File: config.mk
export PLATFORM = sky130hd
export DESIGN_NAME = pcm_serial_tx
export DESIGN_NICKNAME = d
export VERILOG_FILES = /design/src/rtl/pcm_tx_pkg.sv /design/src/rtl/pcm_bclk_gen.sv /design/src/rtl/pcm_slot_ctrl.sv /design/src/rtl/pcm_bit_pick.sv /design/src/rtl/pcm_serial_tx.sv
export SDC_FILE = /design/constraint.sdc
export NUM_CORES = 1
export LEC_CHECK = 0
export ABC_CLOCK_PERIOD_IN_PS = 6370
export CORE_MARGIN = 2
export CORE_UTILIZATION = 53
export DETAILED_ROUTE_END_ITERATION = 16
export PLACE_DENSITY = 0.8
export REMOVE_ABC_BUFFERS = 1
export SYNTH_ARGS = -nofsm -noshare
export SYNTH_HDL_FRONTEND = slang
export SYNTH_SLANG_ARGS = --single-unit
File: constraint.sdc
create_clock -name clk -period 6.37 [get_ports clk]
set_clock_uncertainty 0.2 [all_clocks]
set_input_delay 1.274 -clock clk [delete_from_list [all_inputs] [get_ports clk]]
set_output_delay 1.274 -clock clk [all_outputs]
set_load 0.005 [all_outputs]
File: src/rtl/pcm_tx_pkg.sv
package pcm_tx_pkg;
  localparam int SMP_W   = 24;
  localparam int SLOT_S  = 16;
  localparam int SLOT_L  = 32;
  localparam int POS_W   = $clog2(SLOT_L);
  localparam int IDX_W   = POS_W + 1;

  typedef enum logic [1:0] {
    PREC_16 = 2'd0,
    PREC_18 = 2'd1,
    PREC_20 = 2'd2,
    PREC_24 = 2'd3
  } prec_e;

  typedef struct packed {
    prec_e prec;
    logic  lsb_first;
    logic  long_slot;
    logic  late_just;
    logic  sign_fill;
  } cfg_t;

  function automatic logic [IDX_W-1:0] prec_bits(prec_e p);
    case (p)
      PREC_16: prec_bits = IDX_W'(16);
      PREC_18: prec_bits = IDX_W'(18);
      PREC_20: prec_bits = IDX_W'(20);
      default: prec_bits = IDX_W'(24);
    endcase
  endfunction
endpackage

File: src/rtl/pcm_bclk_gen.sv
module pcm_bclk_gen #(
  parameter int HALF_DIV = 2
) (
  input  logic clk,
  input  logic rst,
  output logic bclk,
  output logic fall_tick
);
  localparam int CW = (HALF_DIV > 1) ? $clog2(HALF_DIV) : 1;

  logic [CW-1:0] cnt_q;
  logic          bclk_q;
  logic          wrap;

  assign wrap = (cnt_q == CW'(HALF_DIV - 1));

  always_ff @(posedge clk) begin
    if (rst) begin
      cnt_q  <= '0;
      bclk_q <= 1'b0;
    end else if (wrap) begin
      cnt_q  <= '0;
      bclk_q <= ~bclk_q;
    end else begin
      cnt_q  <= cnt_q + CW'(1);
    end
  end

  assign bclk      = bclk_q;
  assign fall_tick = wrap & bclk_q;

  AST_BCLK_LEVEL_HOLD: assert property (@(posedge clk) disable iff (rst)
    (!$stable(bclk_q) && !$past(rst)) |-> (cnt_q == '0));
endmodule

File: src/rtl/pcm_slot_ctrl.sv
module pcm_slot_ctrl
  import pcm_tx_pkg::*;
(
  input  logic             clk,
  input  logic             rst,
  input  logic             fall_tick,
  input  cfg_t             cfg_in,
  output logic             frame_start,
  output logic [POS_W-1:0] pos_n,
  output logic             right_n,
  output cfg_t             cfg_n
);
  logic [POS_W-1:0] pos_q;
  logic             right_q;
  cfg_t             cfg_q;
  logic [POS_W-1:0] pos_last;
  logic             slot_end;

  assign pos_last    = cfg_q.long_slot ? POS_W'(SLOT_L - 1) : POS_W'(SLOT_S - 1);
  assign slot_end    = (pos_q == pos_last);
  assign frame_start = slot_end & right_q;

  always_comb begin
    pos_n   = slot_end ? '0 : pos_q + POS_W'(1);
    right_n = slot_end ? ~right_q : right_q;
    cfg_n   = frame_start ? cfg_in : cfg_q;
  end

  always_ff @(posedge clk) begin
    if (rst) begin
      pos_q   <= POS_W'(SLOT_S - 1);
      right_q <= 1'b1;
      cfg_q   <= '0;
    end else if (fall_tick) begin
      pos_q   <= pos_n;
      right_q <= right_n;
      cfg_q   <= cfg_n;
    end
  end

  AST_POS_IN_SLOT: assert property (@(posedge clk) disable iff (rst)
    pos_q <= pos_last);

  AST_CFG_AT_FRAME: assert property (@(posedge clk) disable iff (rst)
    (!$stable(cfg_q) && !$past(rst)) |-> ($past(fall_tick) && $past(frame_start)));

  AST_SLOT_ALTERNATES: assert property (@(posedge clk) disable iff (rst)
    (fall_tick && slot_end) |=> (right_q != $past(right_q)));
endmodule

File: src/rtl/pcm_bit_pick.sv
module pcm_bit_pick
  import pcm_tx_pkg::*;
(
  input  cfg_t             cfg,
  input  logic [POS_W-1:0] pos,
  input  logic [SMP_W-1:0] sample,
  input  logic             mute,
  output logic             bit_o
);
  logic [IDX_W-1:0] width;
  logic [IDX_W-1:0] off;
  logic [IDX_W-1:0] q;
  logic [IDX_W-1:0] k;
  logic [IDX_W-1:0] idx;
  logic             in_word;
  logic             pad;

  always_comb begin
    width   = cfg.long_slot ? prec_bits(cfg.prec) : IDX_W'(SLOT_S);
    off     = (cfg.long_slot && cfg.late_just) ? (IDX_W'(SLOT_L) - width) : '0;
    q       = {1'b0, pos} - off;
    in_word = ({1'b0, pos} >= off) && (q < width);
    k       = cfg.lsb_first ? q : (width - IDX_W'(1) - q);
    idx     = IDX_W'(SMP_W) - width + k;
    pad     = cfg.sign_fill & sample[SMP_W-1];
    if (mute)         bit_o = 1'b0;
    else if (in_word) bit_o = sample[idx[POS_W-1:0]];
    else              bit_o = pad;
  end
endmodule

File: src/rtl/pcm_serial_tx.sv
module pcm_serial_tx
  import pcm_tx_pkg::*;
#(
  parameter int HALF_DIV = 2
) (
  input  logic        clk,
  input  logic        rst,
  input  logic        in_valid,
  output logic        in_ready,
  input  logic [23:0] in_left,
  input  logic [23:0] in_right,
  input  logic [1:0]  cfg_prec,
  input  logic        cfg_lsb_first,
  input  logic        cfg_long_slot,
  input  logic        cfg_late_just,
  input  logic        cfg_sign_fill,
  input  logic        mute,
  output logic        bclk_o,
  output logic        ws_o,
  output logic        sdata_o
);
  logic             fall_tick;
  logic             frame_start;
  logic [POS_W-1:0] pos_n;
  logic             right_n;
  cfg_t             cfg_in;
  cfg_t             cfg_n;
  logic [SMP_W-1:0] left_q, right_q;
  logic [SMP_W-1:0] left_n, right_s_n;
  logic [SMP_W-1:0] cur_sample;
  logic             take;
  logic             next_bit;
  logic             ws_q, sdata_q;

  assign cfg_in = '{prec: prec_e'(cfg_prec), lsb_first: cfg_lsb_first,
                    long_slot: cfg_long_slot, late_just: cfg_late_just,
                    sign_fill: cfg_sign_fill};

  pcm_bclk_gen #(.HALF_DIV(HALF_DIV)) u_bclk (
    .clk       (clk),
    .rst       (rst),
    .bclk      (bclk_o),
    .fall_tick (fall_tick)
  );

  pcm_slot_ctrl u_slot (
    .clk         (clk),
    .rst         (rst),
    .fall_tick   (fall_tick),
    .cfg_in      (cfg_in),
    .frame_start (frame_start),
    .pos_n       (pos_n),
    .right_n     (right_n),
    .cfg_n       (cfg_n)
  );

  assign in_ready   = fall_tick & frame_start;
  assign take       = in_ready & in_valid;
  assign left_n     = take ? in_left  : left_q;
  assign right_s_n  = take ? in_right : right_q;
  assign cur_sample = right_n ? right_s_n : left_n;

  pcm_bit_pick u_pick (
    .cfg    (cfg_n),
    .pos    (pos_n),
    .sample (cur_sample),
    .mute   (mute),
    .bit_o  (next_bit)
  );

  always_ff @(posedge clk) begin
    if (rst) begin
      left_q  <= '0;
      right_q <= '0;
      ws_q    <= 1'b1;
      sdata_q <= 1'b0;
    end else if (fall_tick) begin
      left_q  <= left_n;
      right_q <= right_s_n;
      ws_q    <= right_n;
      sdata_q <= next_bit;
    end
  end

  assign ws_o    = ws_q;
  assign sdata_o = sdata_q;

  AST_DATA_ON_FALL: assert property (@(posedge clk) disable iff (rst)
    (!$stable(sdata_o) && !$past(rst)) |-> $fell(bclk_o));

  AST_WS_ON_FALL: assert property (@(posedge clk) disable iff (rst)
    (!$stable(ws_o) && !$past(rst)) |-> $fell(bclk_o));

  AST_READY_THEN_LEFT: assert property (@(posedge clk) disable iff (rst)
    in_ready |=> (!ws_o && $fell(bclk_o)));

  AST_READY_PULSE: assert property (@(posedge clk) disable iff (rst)
    in_ready |=> !in_ready);

  AST_MUTE_SILENT: assert property (@(posedge clk) disable iff (rst)
    (mute && fall_tick) |=> !sdata_o);
endmodule

==> impl_metrics.env <==
export IMPL_status="completed"
export IMPL_htreeDepth=3
export IMPL_synth_mux_area_share_pct=23.2
export IMPL_yosysSeqAreaShare_pct=35.9
export IMPL_hold_viol=0
export IMPL_syn_area_per_cell_sq_um=9.42
export IMPL_setup_ws_ns=0.431
export IMPL_clk_pin_slew_worst_paths_ns=0.07
export IMPL_syn2layout_area_growth_pct=23.7
export IMPL_ir_drop_mv=0.157
export IMPL_cp_max_fo=10
export IMPL_leakage_nw=2.08
export IMPL_hold_start="right_q[7]$_SDFFE_PP0P_"
export IMPL_rows=29
export IMPL_die_area_sq_mm=0.00730
export IMPL_cpMaxStageDelayCell="fa_1"
export IMPL_cp_buffers_inverters=1
export IMPL_synthXorXnorAreaFrac_pct=3.95
export IMPL_cp_required_ns=6.44
export IMPL_fin_crit_ns=5.94
export IMPL_crit_path_start_kind="flop"
export IMPL_antenna_cells=0
export IMPL_drive_above_1_share_pct=7.37
export IMPL_async_reset_ff_share_pct=0
export IMPL_yosysWarnings=0
export IMPL_rsz0062_at_grt="no"
export IMPL_vias=2819
export IMPL_overflow=0
export IMPL_hp_class="flop to flop"
export IMPL_worst_slew_margin_rel_pct=49.3
export IMPL_cts_buffers=9
export IMPL_crit_path_end_kind="flop"
export IMPL_synth_flop_cell="dfxtp_1"
export IMPL_grt_pass1_wl_mm=12.8
export IMPL_drtIter0Drc=201
export IMPL_place_hpwl_mm=5.50
export IMPL_clock_root_buffer="clkbuf_8"
export IMPL_synth_compound_area_share_pct=8.37
export IMPL_fmax_ghz=0.168
export IMPL_slowest_delay_ns=0.60
export IMPL_slew_violations=0
export IMPL_drt_total_wl_mm=7.69
export IMPL_fin_util_pct=68.1
export IMPL_routabilityCongestion=0.857
export IMPL_synth_cells=373
export IMPL_crit_type="flop to flop"
export IMPL_pre_cts_slack_ns=0.387
export IMPL_holdPathStages=2
export IMPL_cts_hold_buffers_added=0
export IMPL_synth_top_family_by_area="multiplexers"
export IMPL_power_density_mw_per_mm2=291
export IMPL_start_util_pct=55.0
export IMPL_finalSetupTns_ns=0
export IMPL_die_y_um=85.4
export IMPL_total_power_mw=1.26
export IMPL_portBuffers=61
export IMPL_ff2ff_setup_slack_ns=0.43
export IMPL_r2r_end="sdata_o$_SDFFE_PP0P_"
export IMPL_wire_per_inst_um=15.0
export IMPL_yosysUniqueCellTypes=47
export IMPL_critPathTopFamily="adder cells"
export IMPL_ant_nets=0
export IMPL_die_w_um=85.4
export IMPL_top_level_ports=62
export IMPL_cts_setup_buffers=0
export IMPL_clkLatencyLatePin_ns=0.34
export IMPL_cts_tree="done"
export IMPL_worstHoldEndpoint="right_q[7]$_SDFFE_PP0P_"
export IMPL_cts_num_sinks=63
export IMPL_r2r_cells=19
export IMPL_vias_per_cell=5.52
export IMPL_post_route_period_util_pct=93.2
export IMPL_tightestPinTransition_ns=0.757
export IMPL_synth_area_sq_mm=0.00351
export IMPL_maxCapViolations=0
export IMPL_r2r_start="u_slot.pos_q[0]$_SDFFE_PP1P_"
export IMPL_nets=509
export IMPL_crit_chain="ha_1, nand3_1, nor2_1, ha_2, mux2i_1, nand2b_1, ha_1, nand2_1, fa_1, fa_1, a21oi_1, ha_1, inv_1, fa_1, a21o_1, a2111oi_0, nand4b_1, nand4b_1, a31oi_1"
export IMPL_core_sq_mm=0.00639
export IMPL_cts_max_path_buffers=2
export IMPL_synth_edf_count=0
export IMPL_grt_max_degree=61
export IMPL_synth_fa_ha_area_share_pct=8.12
export IMPL_antenna_found_initial=0
export IMPL_ys_ff_latch=63
export IMPL_drtPass1Iterations=4
export IMPL_grt_use_total_pct=22.1
export IMPL_drc=0
export IMPL_fillCellCount=493
export IMPL_arrival_ns=6.01
export IMPL_setup_viol=0
export IMPL_yosys_area_share_simple_pct=15.3
export IMPL_grt_pass1_vias=2790
==> registers in the layout, indices dropped and copies added, names as in the netlist <==
name and cells:
u_slot.cfg_q 6, u_slot.right_q 1, u_bclk.bclk 1, left_q 24, u_slot.pos_q 5, u_bclk.cnt_q 1, right_q 24, sdata_o 1
==> layer usage <==
layer | global-route usage (%) | part of all wire, %
met2 | 34.2 | 46
met5 | 0 | 0
met4 | 10.7 | 2.6
met1 | 28.4 | 47
met3 | 6.42 | 4.8
==> worst register-to-register path, cell delays in order, from the launching register on <==
cell       delay (ns)
dfxtp_1          0.41
ha_1             0.24
nand3_1          0.18
nor2_1           0.30
ha_2             0.42
mux2i_1          0.33
nand2b_1         0.23
ha_1             0.34
nand2_1          0.08
fa_1             0.56
fa_1             0.53
a21oi_1          0.06
ha_1             0.31
inv_1            0.06
fa_1             0.60
a21o_1           0.21
a2111oi_0        0.40
nand4b_1         0.17
nand4b_1         0.10
a31oi_1          0.13
==> how the worst max path moves through the flow <==
stage                                 startpoint                    to  slack, ns  cells after the start
finish              u_slot.pos_q[0]$_SDFFE_PP1P_  sdata_o$_SDFFE_PP0P_       0.43                     19
global route        u_slot.pos_q[0]$_SDFFE_PP1P_  sdata_o$_SDFFE_PP0P_      0.005                     19
CTS                 u_slot.pos_q[0]$_SDFFE_PP1P_  sdata_o$_SDFFE_PP0P_       0.36                     19
detailed placement                   cfg_prec[0]  sdata_o$_SDFFE_PP0P_       0.39                     16
global placement                     cfg_prec[1]  sdata_o$_SDFFE_PP0P_       0.55                     16
floorplan           u_slot.pos_q[0]$_SDFFE_PP1P_  sdata_o$_SDFFE_PP0P_       0.96                     19
==> synthesized netlist by cell type, types with 2 or more instances <==
master	number	area [sq um]
nand4b_1	3	26.3
a21oi_1	14	70.1
nand2b_1	2	12.5
a31oi_1	2	12.5
mux2_2	3	33.8
a22oi_1	5	37.5
nor2b_1	3	18.8
buf_6	4	45.0
nand3_1	10	50.1
buf_4	3	22.5
buf_1	3	11.3
nor2_1	63	236
nand2_1	27	101
a21o_1	3	22.5
mux4_2	5	113
and2_1	4	25.0
xor2_1	8	70.1
mux2i_1	62	621
dfxtp_1	63	1260
fa_1	3	60.1
xnor2_1	6	52.6
nor3_1	4	20.0
clkbuf_1	9	33.8
ha_1	18	225
o21ai_0	7	35.0
inv_1	18	67.6
==> cells in the final DEF (no fill, tap or decap), types with 2 or more instances in the layout <==
| cell type | instances |
|---|---|
| o21ai_0 | 7 |
| nor2b_1 | 3 |
| nand2b_1 | 2 |
| clkdlybuf4s50_1 | 60 |
| clkbuf_8 | 10 |
| buf_4 | 4 |
| nand2_1 | 27 |
| a21o_1 | 3 |
| bufinv_16 | 2 |
| a31oi_1 | 2 |
| dfxtp_1 | 63 |
| nor2_1 | 63 |
| clkinv_2 | 2 |
| nor3_1 | 4 |
| a21oi_1 | 14 |
| xnor2_1 | 6 |
| a22oi_1 | 5 |
| ha_1 | 17 |
| xor2_1 | 8 |
| and2_1 | 4 |
| nand3_1 | 10 |
| mux2_2 | 3 |
| fa_1 | 3 |
| inv_1 | 18 |
| mux4_2 | 5 |
| nand4b_1 | 3 |
| mux2i_1 | 62 |
==> per-stage QoR <==
step	area [sq um]	hold slack (ns)	instances
after floorplan	3400	0.227	354
after global placement	4130	0.239	496
after detailed placement	4130	0.250	496
after CTS	4350	0.259	511
after global routing	4350	0.278	511
final	4350	0.262	511
==> where the power goes <==
part	switching (mW)	internal (mW)
combinational	0.254	0.220
clock	0.152	0.228
sequential	0.00701	0.404
==> cell type report <==
cell class / instances / area, sq um / share of cell area, %
repair buffers: 65 / 636 / 14.6
clock inverters: 4 / 70.1 / 1.61
flip-flops and latches: 63 / 1260 / 29.0
multi-input cells: 273 / 2080 / 47.7
clock buffers: 11 / 141 / 3.25
well taps: 77 / 96.3 / 2.22
inverters: 18 / 67.6 / 1.55
==> repair_timing <==
item / CTS / global route
resized for setup: 0 / 1
hold endpoints to repair: 0 / 0
endpoints found under the setup margin: 0 / 1
==> cells by family (layout without fill, tap and decap cells) <==
logic type                 Yosys count  after routing
and+or+nand+nor                    121            121
muxes                               72             72
DFF                                 63             63
AOI/OAI and AO/OA                   44             44
buffers and inverters               37             98
adders and majority gates           21             21
xor gates and xnor gates            15             15
Note: power is estimated with default switching activity, not from simulation.
